===== config.mk =====
export PLATFORM = sky130hd
export DESIGN_NAME = cfi_query_resp
export DESIGN_NICKNAME = d
export VERILOG_FILES = /design/src/rtl/cfi_query_pkg.sv /design/src/rtl/cfi_cmd_dec.sv /design/src/rtl/cfi_qtable.sv /design/src/rtl/cfi_rd_path.sv /design/src/rtl/cfi_query_resp.sv
export SDC_FILE = /design/constraint.sdc
export NUM_CORES = 1
export LEC_CHECK = 0
export BUFFER_PORTS_ARGS = -buffer_cell sky130_fd_sc_hd__buf_2
export CAP_MARGIN = 20
export CORE_UTILIZATION = 45
export DETAILED_ROUTE_END_ITERATION = 8
export PLACE_DENSITY = 0.86
export SLEW_MARGIN = 30
export SYNTH_ARGS = -nofsm -noshare
export SYNTH_HDL_FRONTEND = slang
export SYNTH_SLANG_ARGS = --single-unit

===== constraint.sdc =====
create_clock -name clk_i -period 3.49 [get_ports clk_i]
set_clock_uncertainty 0.05 [all_clocks]
set_input_delay 0.349 -clock clk_i [delete_from_list [all_inputs] [get_ports clk_i]]
set_output_delay 0.349 -clock clk_i [all_outputs]
set_load 0.05 [all_outputs]

===== src/rtl/cfi_query_pkg.sv =====
package cfi_query_pkg;
  localparam logic [15:0] ENTRY_CMD = 16'h0098;
  localparam logic [15:0] EXIT_CMD  = 16'h00F0;
  localparam int unsigned ENTRY_OFS = 'h555;
  localparam int unsigned TBL_LO    = 'h10;
  localparam int unsigned TBL_HI    = 'h26;

  // table word for offset 10h..26h; caller guarantees range
  function automatic logic [15:0] tbl_word(input logic [5:0] ofs);
    case (ofs)
      6'h10: tbl_word = 16'h0051;
      6'h11: tbl_word = 16'h0052;
      6'h12: tbl_word = 16'h0059;
      6'h13: tbl_word = 16'h0002;
      6'h15: tbl_word = 16'h0040;
      6'h1B: tbl_word = 16'h0017;
      6'h1C: tbl_word = 16'h0019;
      6'h1F: tbl_word = 16'h0006;
      6'h20: tbl_word = 16'h0009;
      6'h21: tbl_word = 16'h000A;
      6'h23: tbl_word = 16'h0004;
      6'h24: tbl_word = 16'h0004;
      6'h25: tbl_word = 16'h0003;
      default: tbl_word = 16'h0000;
    endcase
  endfunction
endpackage


===== src/rtl/cfi_cmd_dec.sv =====
module cfi_cmd_dec #(
  parameter int unsigned BANK_W = 2,
  parameter int unsigned ADDR_W = 12,
  parameter int unsigned DATA_W = 16
) (
  input  logic              clk_i,
  input  logic              rst_ni,
  input  logic              ready_i,
  input  logic              wr_en_i,
  input  logic [BANK_W-1:0] bank_i,
  input  logic [ADDR_W-1:0] addr_i,
  input  logic [DATA_W-1:0] wdata_i,
  output logic              entry_pat_o,
  output logic              qmode_o,
  output logic [BANK_W-1:0] qbank_o
);
  import cfi_query_pkg::*;

  logic              qmode_q;
  logic [BANK_W-1:0] qbank_q;
  logic              enter, leave;

  assign entry_pat_o = wr_en_i && (addr_i == ADDR_W'(ENTRY_OFS))
                       && (wdata_i == DATA_W'(ENTRY_CMD));
  assign enter = entry_pat_o && ready_i && !qmode_q;
  assign leave = qmode_q && wr_en_i && (bank_i == qbank_q)
                 && (wdata_i == DATA_W'(EXIT_CMD));

  always_ff @(posedge clk_i or negedge rst_ni) begin
    if (!rst_ni) begin
      qmode_q <= 1'b0;
      qbank_q <= '0;
    end else if (enter) begin
      qmode_q <= 1'b1;
      qbank_q <= bank_i;
    end else if (leave) begin
      qmode_q <= 1'b0;
    end
  end

  assign qmode_o = qmode_q;
  assign qbank_o = qbank_q;


  enter_chk: assert property (@(posedge clk_i) disable iff (!rst_ni)
    (wr_en_i && ready_i && !qmode_q && addr_i == ADDR_W'(ENTRY_OFS)
     && wdata_i == DATA_W'(ENTRY_CMD)) |=> (qmode_q && qbank_q == $past(bank_i)));

  not_ready_chk: assert property (@(posedge clk_i) disable iff (!rst_ni)
    (!qmode_q && !ready_i) |=> !qmode_q);

  exit_chk: assert property (@(posedge clk_i) disable iff (!rst_ni)
    (qmode_q && wr_en_i && bank_i == qbank_q && wdata_i == DATA_W'(EXIT_CMD)) |=> !qmode_q);

  hold_chk: assert property (@(posedge clk_i) disable iff (!rst_ni)
    (qmode_q && !(wr_en_i && bank_i == qbank_q && wdata_i == DATA_W'(EXIT_CMD)))
    |=> (qmode_q && $stable(qbank_q)));
endmodule


===== src/rtl/cfi_qtable.sv =====
module cfi_qtable #(
  parameter int unsigned ADDR_W = 12,
  parameter int unsigned DATA_W = 16
) (
  input  logic [ADDR_W-1:0] addr_i,
  output logic              hit_o,
  output logic [DATA_W-1:0] word_o
);
  import cfi_query_pkg::*;

  assign hit_o  = (addr_i >= ADDR_W'(TBL_LO)) && (addr_i <= ADDR_W'(TBL_HI));
  // out-of-range offsets give a fixed invalid word of zero
  assign word_o = hit_o ? DATA_W'(tbl_word(addr_i[5:0])) : '0;
endmodule


===== src/rtl/cfi_rd_path.sv =====
module cfi_rd_path #(
  parameter int unsigned BANK_W = 2,
  parameter int unsigned ADDR_W = 12,
  parameter int unsigned DATA_W = 16
) (
  input  logic              clk_i,
  input  logic              rst_ni,
  input  logic              rd_en_i,
  input  logic [BANK_W-1:0] bank_i,
  input  logic              qmode_i,
  input  logic [BANK_W-1:0] qbank_i,
  input  logic              tbl_hit_i,
  input  logic [DATA_W-1:0] tbl_word_i,
  input  logic [DATA_W-1:0] arr_rdata_i,
  output logic [DATA_W-1:0] rdata_o,
  output logic              rdata_valid_o
);
  logic              use_tbl;
  logic [DATA_W-1:0] rdata_q;
  logic              valid_q;

  assign use_tbl = qmode_i && (bank_i == qbank_i);

  always_ff @(posedge clk_i or negedge rst_ni) begin
    if (!rst_ni) begin
      rdata_q <= '0;
      valid_q <= 1'b0;
    end else begin
      valid_q <= rd_en_i;
      if (rd_en_i) rdata_q <= use_tbl ? tbl_word_i : arr_rdata_i;
    end
  end

  assign rdata_o       = rdata_q;
  assign rdata_valid_o = valid_q;


  rd_lat_chk: assert property (@(posedge clk_i) disable iff (!rst_ni)
    rd_en_i |=> rdata_valid_o);

  rd_idle_chk: assert property (@(posedge clk_i) disable iff (!rst_ni)
    !rd_en_i |=> !rdata_valid_o);

  arr_pass_chk: assert property (@(posedge clk_i) disable iff (!rst_ni)
    (rd_en_i && !(qmode_i && bank_i == qbank_i)) |=> (rdata_o == $past(arr_rdata_i)));

  oor_zero_chk: assert property (@(posedge clk_i) disable iff (!rst_ni)
    (rd_en_i && qmode_i && bank_i == qbank_i && !tbl_hit_i) |=> (rdata_o == '0));
endmodule


===== src/rtl/cfi_query_resp.sv =====
module cfi_query_resp #(
  parameter int unsigned NUM_BANKS = 4,
  parameter int unsigned ADDR_W    = 12,
  parameter int unsigned DATA_W    = 16,
  localparam int unsigned BANK_W   = (NUM_BANKS > 1) ? $clog2(NUM_BANKS) : 1
) (
  input  logic              clk_i,
  input  logic              rst_ni,
  input  logic              ready_i,
  input  logic              wr_en_i,
  input  logic              rd_en_i,
  input  logic [BANK_W-1:0] bank_i,
  input  logic [ADDR_W-1:0] addr_i,
  input  logic [DATA_W-1:0] wdata_i,
  input  logic [DATA_W-1:0] arr_rdata_i,
  output logic              arr_we_o,
  output logic [BANK_W-1:0] arr_bank_o,
  output logic [ADDR_W-1:0] arr_addr_o,
  output logic [DATA_W-1:0] arr_wdata_o,
  output logic [DATA_W-1:0] rdata_o,
  output logic              rdata_valid_o
);
  logic              entry_pat;
  logic              qmode;
  logic [BANK_W-1:0] qbank;
  logic              tbl_hit;
  logic [DATA_W-1:0] tbl_word;

  cfi_cmd_dec #(.BANK_W(BANK_W), .ADDR_W(ADDR_W), .DATA_W(DATA_W)) u_dec (
    .clk_i       (clk_i),
    .rst_ni      (rst_ni),
    .ready_i     (ready_i),
    .wr_en_i     (wr_en_i),
    .bank_i      (bank_i),
    .addr_i      (addr_i),
    .wdata_i     (wdata_i),
    .entry_pat_o (entry_pat),
    .qmode_o     (qmode),
    .qbank_o     (qbank)
  );

  cfi_qtable #(.ADDR_W(ADDR_W), .DATA_W(DATA_W)) u_tbl (
    .addr_i (addr_i),
    .hit_o  (tbl_hit),
    .word_o (tbl_word)
  );

  cfi_rd_path #(.BANK_W(BANK_W), .ADDR_W(ADDR_W), .DATA_W(DATA_W)) u_rd (
    .clk_i         (clk_i),
    .rst_ni        (rst_ni),
    .rd_en_i       (rd_en_i),
    .bank_i        (bank_i),
    .qmode_i       (qmode),
    .qbank_i       (qbank),
    .tbl_hit_i     (tbl_hit),
    .tbl_word_i    (tbl_word),
    .arr_rdata_i   (arr_rdata_i),
    .rdata_o       (rdata_o),
    .rdata_valid_o (rdata_valid_o)
  );

  // commands never reach the array; query mode blocks all writes
  assign arr_we_o    = wr_en_i && !qmode && !entry_pat;
  assign arr_bank_o  = bank_i;
  assign arr_addr_o  = addr_i;
  assign arr_wdata_o = wdata_i;


  rst_quiet_chk: assert property (@(posedge clk_i) !rst_ni |-> (!rdata_valid_o && rdata_o == '0));
endmodule


==> metrics <==
Post-CTS Repair Setup Buffers=0; GR Util met1=24.6%; EDFF count, synth=0; clk buf depth=2; Detailed Place HPWL=between 2000 and 3000 microns; pin count of the biggest net entering global routing=37; Int Pwr=434 uW; H-tree depth=1; first-pass GRT wire length=5150 microns; crit-path cells=buf_2 > nor3_4 > or3b_4 > o311a_2 > buf_2; worst skew pair latency=between 0.2 and 0.3 ns; Seq cells post-synth=20; P&R area growth vs syn=23.6%; GRT Resource Usage Total=between 10% and 20%; Reg clk slew, reported paths=0.11 ns; Antenna Nets Post-Route=0; CTS tree=built; Site Rows=20; Post-Syn Area=approximately 1500 sq um; critical-path maximum fanout=6; antenna violations before repair=0; met2 GRT Util=33.2%; syn_area_per_cell=8.66 sq um; hold path depth=3; count of cell types in the netlist=42; Chip Height=59.2 microns; I/O Pins=99; RSZ-0062 raised after global routing=false; Sw Pwr=between 200 and 300 uW; post-synthesis sequential area ratio=between 30% and 40%; r2r setup slk=1.72 ns; grt peak-use layer=met2; Switching Share=between 30% and 40%; post-synthesis instance total=170; Die X=59.2 microns; GR Overflow Total=0; drt pass-1 iters=4; final setup fails=0; crit share post-route=62.0%; CP Launch Type=input port; Vias/cell=roughly 5; crit path max-delay cell type=or3b_4; Tot Pwr=708 uW; Final #Nets=between 200 and 300; # hold bufs at CTS=1; warnings from Yosys=0; DRC=0; asr flop ratio synth=100%; full die area=3500 sq um; CTS resizes=0; vias in the first global route=1163; Clock Root Buffer=clkbuf_4; Peak VDD IR=177 uV; min Tclk post-route=2.16 ns; core footprint=3080 sq um; CP Class=input port to primary output; WL/cell=11.5 microns; worst slew pin tran=0.666 ns; clock power share=26.0%; Via Count=1376; pins over their slew limit=0; Synth Flop Type=dfrtp_1; crit path capture type=primary output; max incr delay on CP=~0.44 ns; Num CTS Buffers=3; Flop pwr share=36.4%; drt first-iter violations=42; share of layout cells above drive strength 1=48.3%; WP data required=~3.1 ns; final setup TNS=0 ns; Final Hold Fails=0; Critical Path AT=1.76 ns; status=finished clean; Net Count, Synth=about 220; most used cell, CP=buf_2; FMAX=~0.46 GHz; ANT cells=0; power density cells=roughly 390 nW/um^2; GP Congestion=between 0.8 and 0.9; Initial Utilization=47.8%; Pleak=between 0.0009 and 0.001 uW; Max Cap Violations=0; Gate power share=between 30% and 40%; hold crit path type=input port to register; max_slew headroom=55.5%; drt total wl=3190 microns; M3 GR Usage=1.97%; Clock Sinks=20; worst r2r path cells=4; IO buf count=98
-- power groups by stage --
stage	sequential, uW	combinational, uW	clock (uW)
after CTS	258	267	190
final	258	266	184
after global placement	262	263	0
after global routing	260	283	200
after detailed placement	263	266	0
after floorplan	328	143	0
-- worst max-delay path: cells and delay by family --
family,cells,cell delay (ns)
AO/OA/AOI/OAI,1,0.37
buffers and inverters,2,0.33
AND/OR/NAND/NOR,2,0.72
-- cell type report --
class / instances / area [sq um]
clock buffer: 3 / 22.5
clock inverter: 1 / 30.0
fill: 290 / 1260
inverter: 11 / 41.3
multi-input combinational: 100 / 669
sequential: 20 / 500
tap: 44 / 55.1
timing repair buffer: 99 / 500
-- routing by layer --
| metal | wire length (microns) | vias up |
|---|---|---|
| met5 | 0 | - |
| met4 | 40 | 0 |
| met3 | 189 | 4 |
| met2 | 1510 | 58 |
| met1 | 1450 | 612 |
| li1 | - | 702 |
-- per-stage QoR --
stage          cell area [sq um]  util [%]  setup WS [ns]  std cells  hold WS [ns]
2_1_floorplan               1470         -           1.56        170       0.00341
3_3_place_gp                1760      57.1           1.34        273         0.256
3_5_place_dp                1760      57.1           1.33        273         0.258
4_1_cts                     1820      59.1           1.32        278         0.208
5_1_grt                     1820      59.1           1.25        278         0.231
6_report                    1820      59.1           1.33        278         0.222
-- layout by cell type (no fill, tap or decap), types with 4 or more instances in the layout --
master | netlist | routed
buf_2 | 0 | 98
dfrtp_1 | 20 | 20
nand3_1 | 13 | 13
o21ai_0 | 13 | 13
inv_1 | 11 | 11
nand2_1 | 7 | 7
nor2b_1 | 6 | 6
a31oi_1 | 6 | 6
a21oi_1 | 5 | 5
nor2_1 | 4 | 4
-- state kept, by name, summed over array words and instances, names as in the netlist --
signal              flops
u_dec.qmode_o           1
u_rd.rdata_o           16
u_rd.rdata_valid_o      1
u_dec.qbank_o           2
-- cells in the mapped netlist (3+ instances only) --
cell,count,area (sq um)
o21ai_1,3,15.0
nand2_1,7,26.3
a21oi_1,5,25.0
nand3_1,13,65.1
buf_4,30,225
nand4_1,3,18.8
inv_1,11,41.3
o21ai_0,13,65.1
nor2b_1,6,37.5
a31oi_1,6,37.5
clkbuf_1,7,26.3
dfrtp_1,20,500
nor2_1,4,15.0
nand2b_1,3,18.8
-- cells by family (layout without fill, tap and decap cells) --
kind of cell | after synthesis | in the layout | share of synthesized area, %
xor+xnor | 2 | 2 | 1.19
buf+inv | 50 | 114 | 20.5
flops | 20 | 20 | 34.0
simple gates | 61 | 61 | 28.5
mux | 2 | 2 | 1.53
compound gates | 35 | 35 | 14.3
-- final timing paths --
kind                               endpoint              from
max                                arr_we_o        addr_i[11]
min                         u_rd.rdata_o[9]    arr_rdata_i[9]
max reg2reg                   u_dec.qmode_o  u_dec.qbank_o[1]
min reg2reg                u_rd.rdata_o[11]  u_rd.rdata_o[11]
max in group asynchronous  u_dec.qbank_o[0]            rst_ni
min in group asynchronous  u_rd.rdata_o[12]            rst_ni
Power figures use the tool's default switching activity.
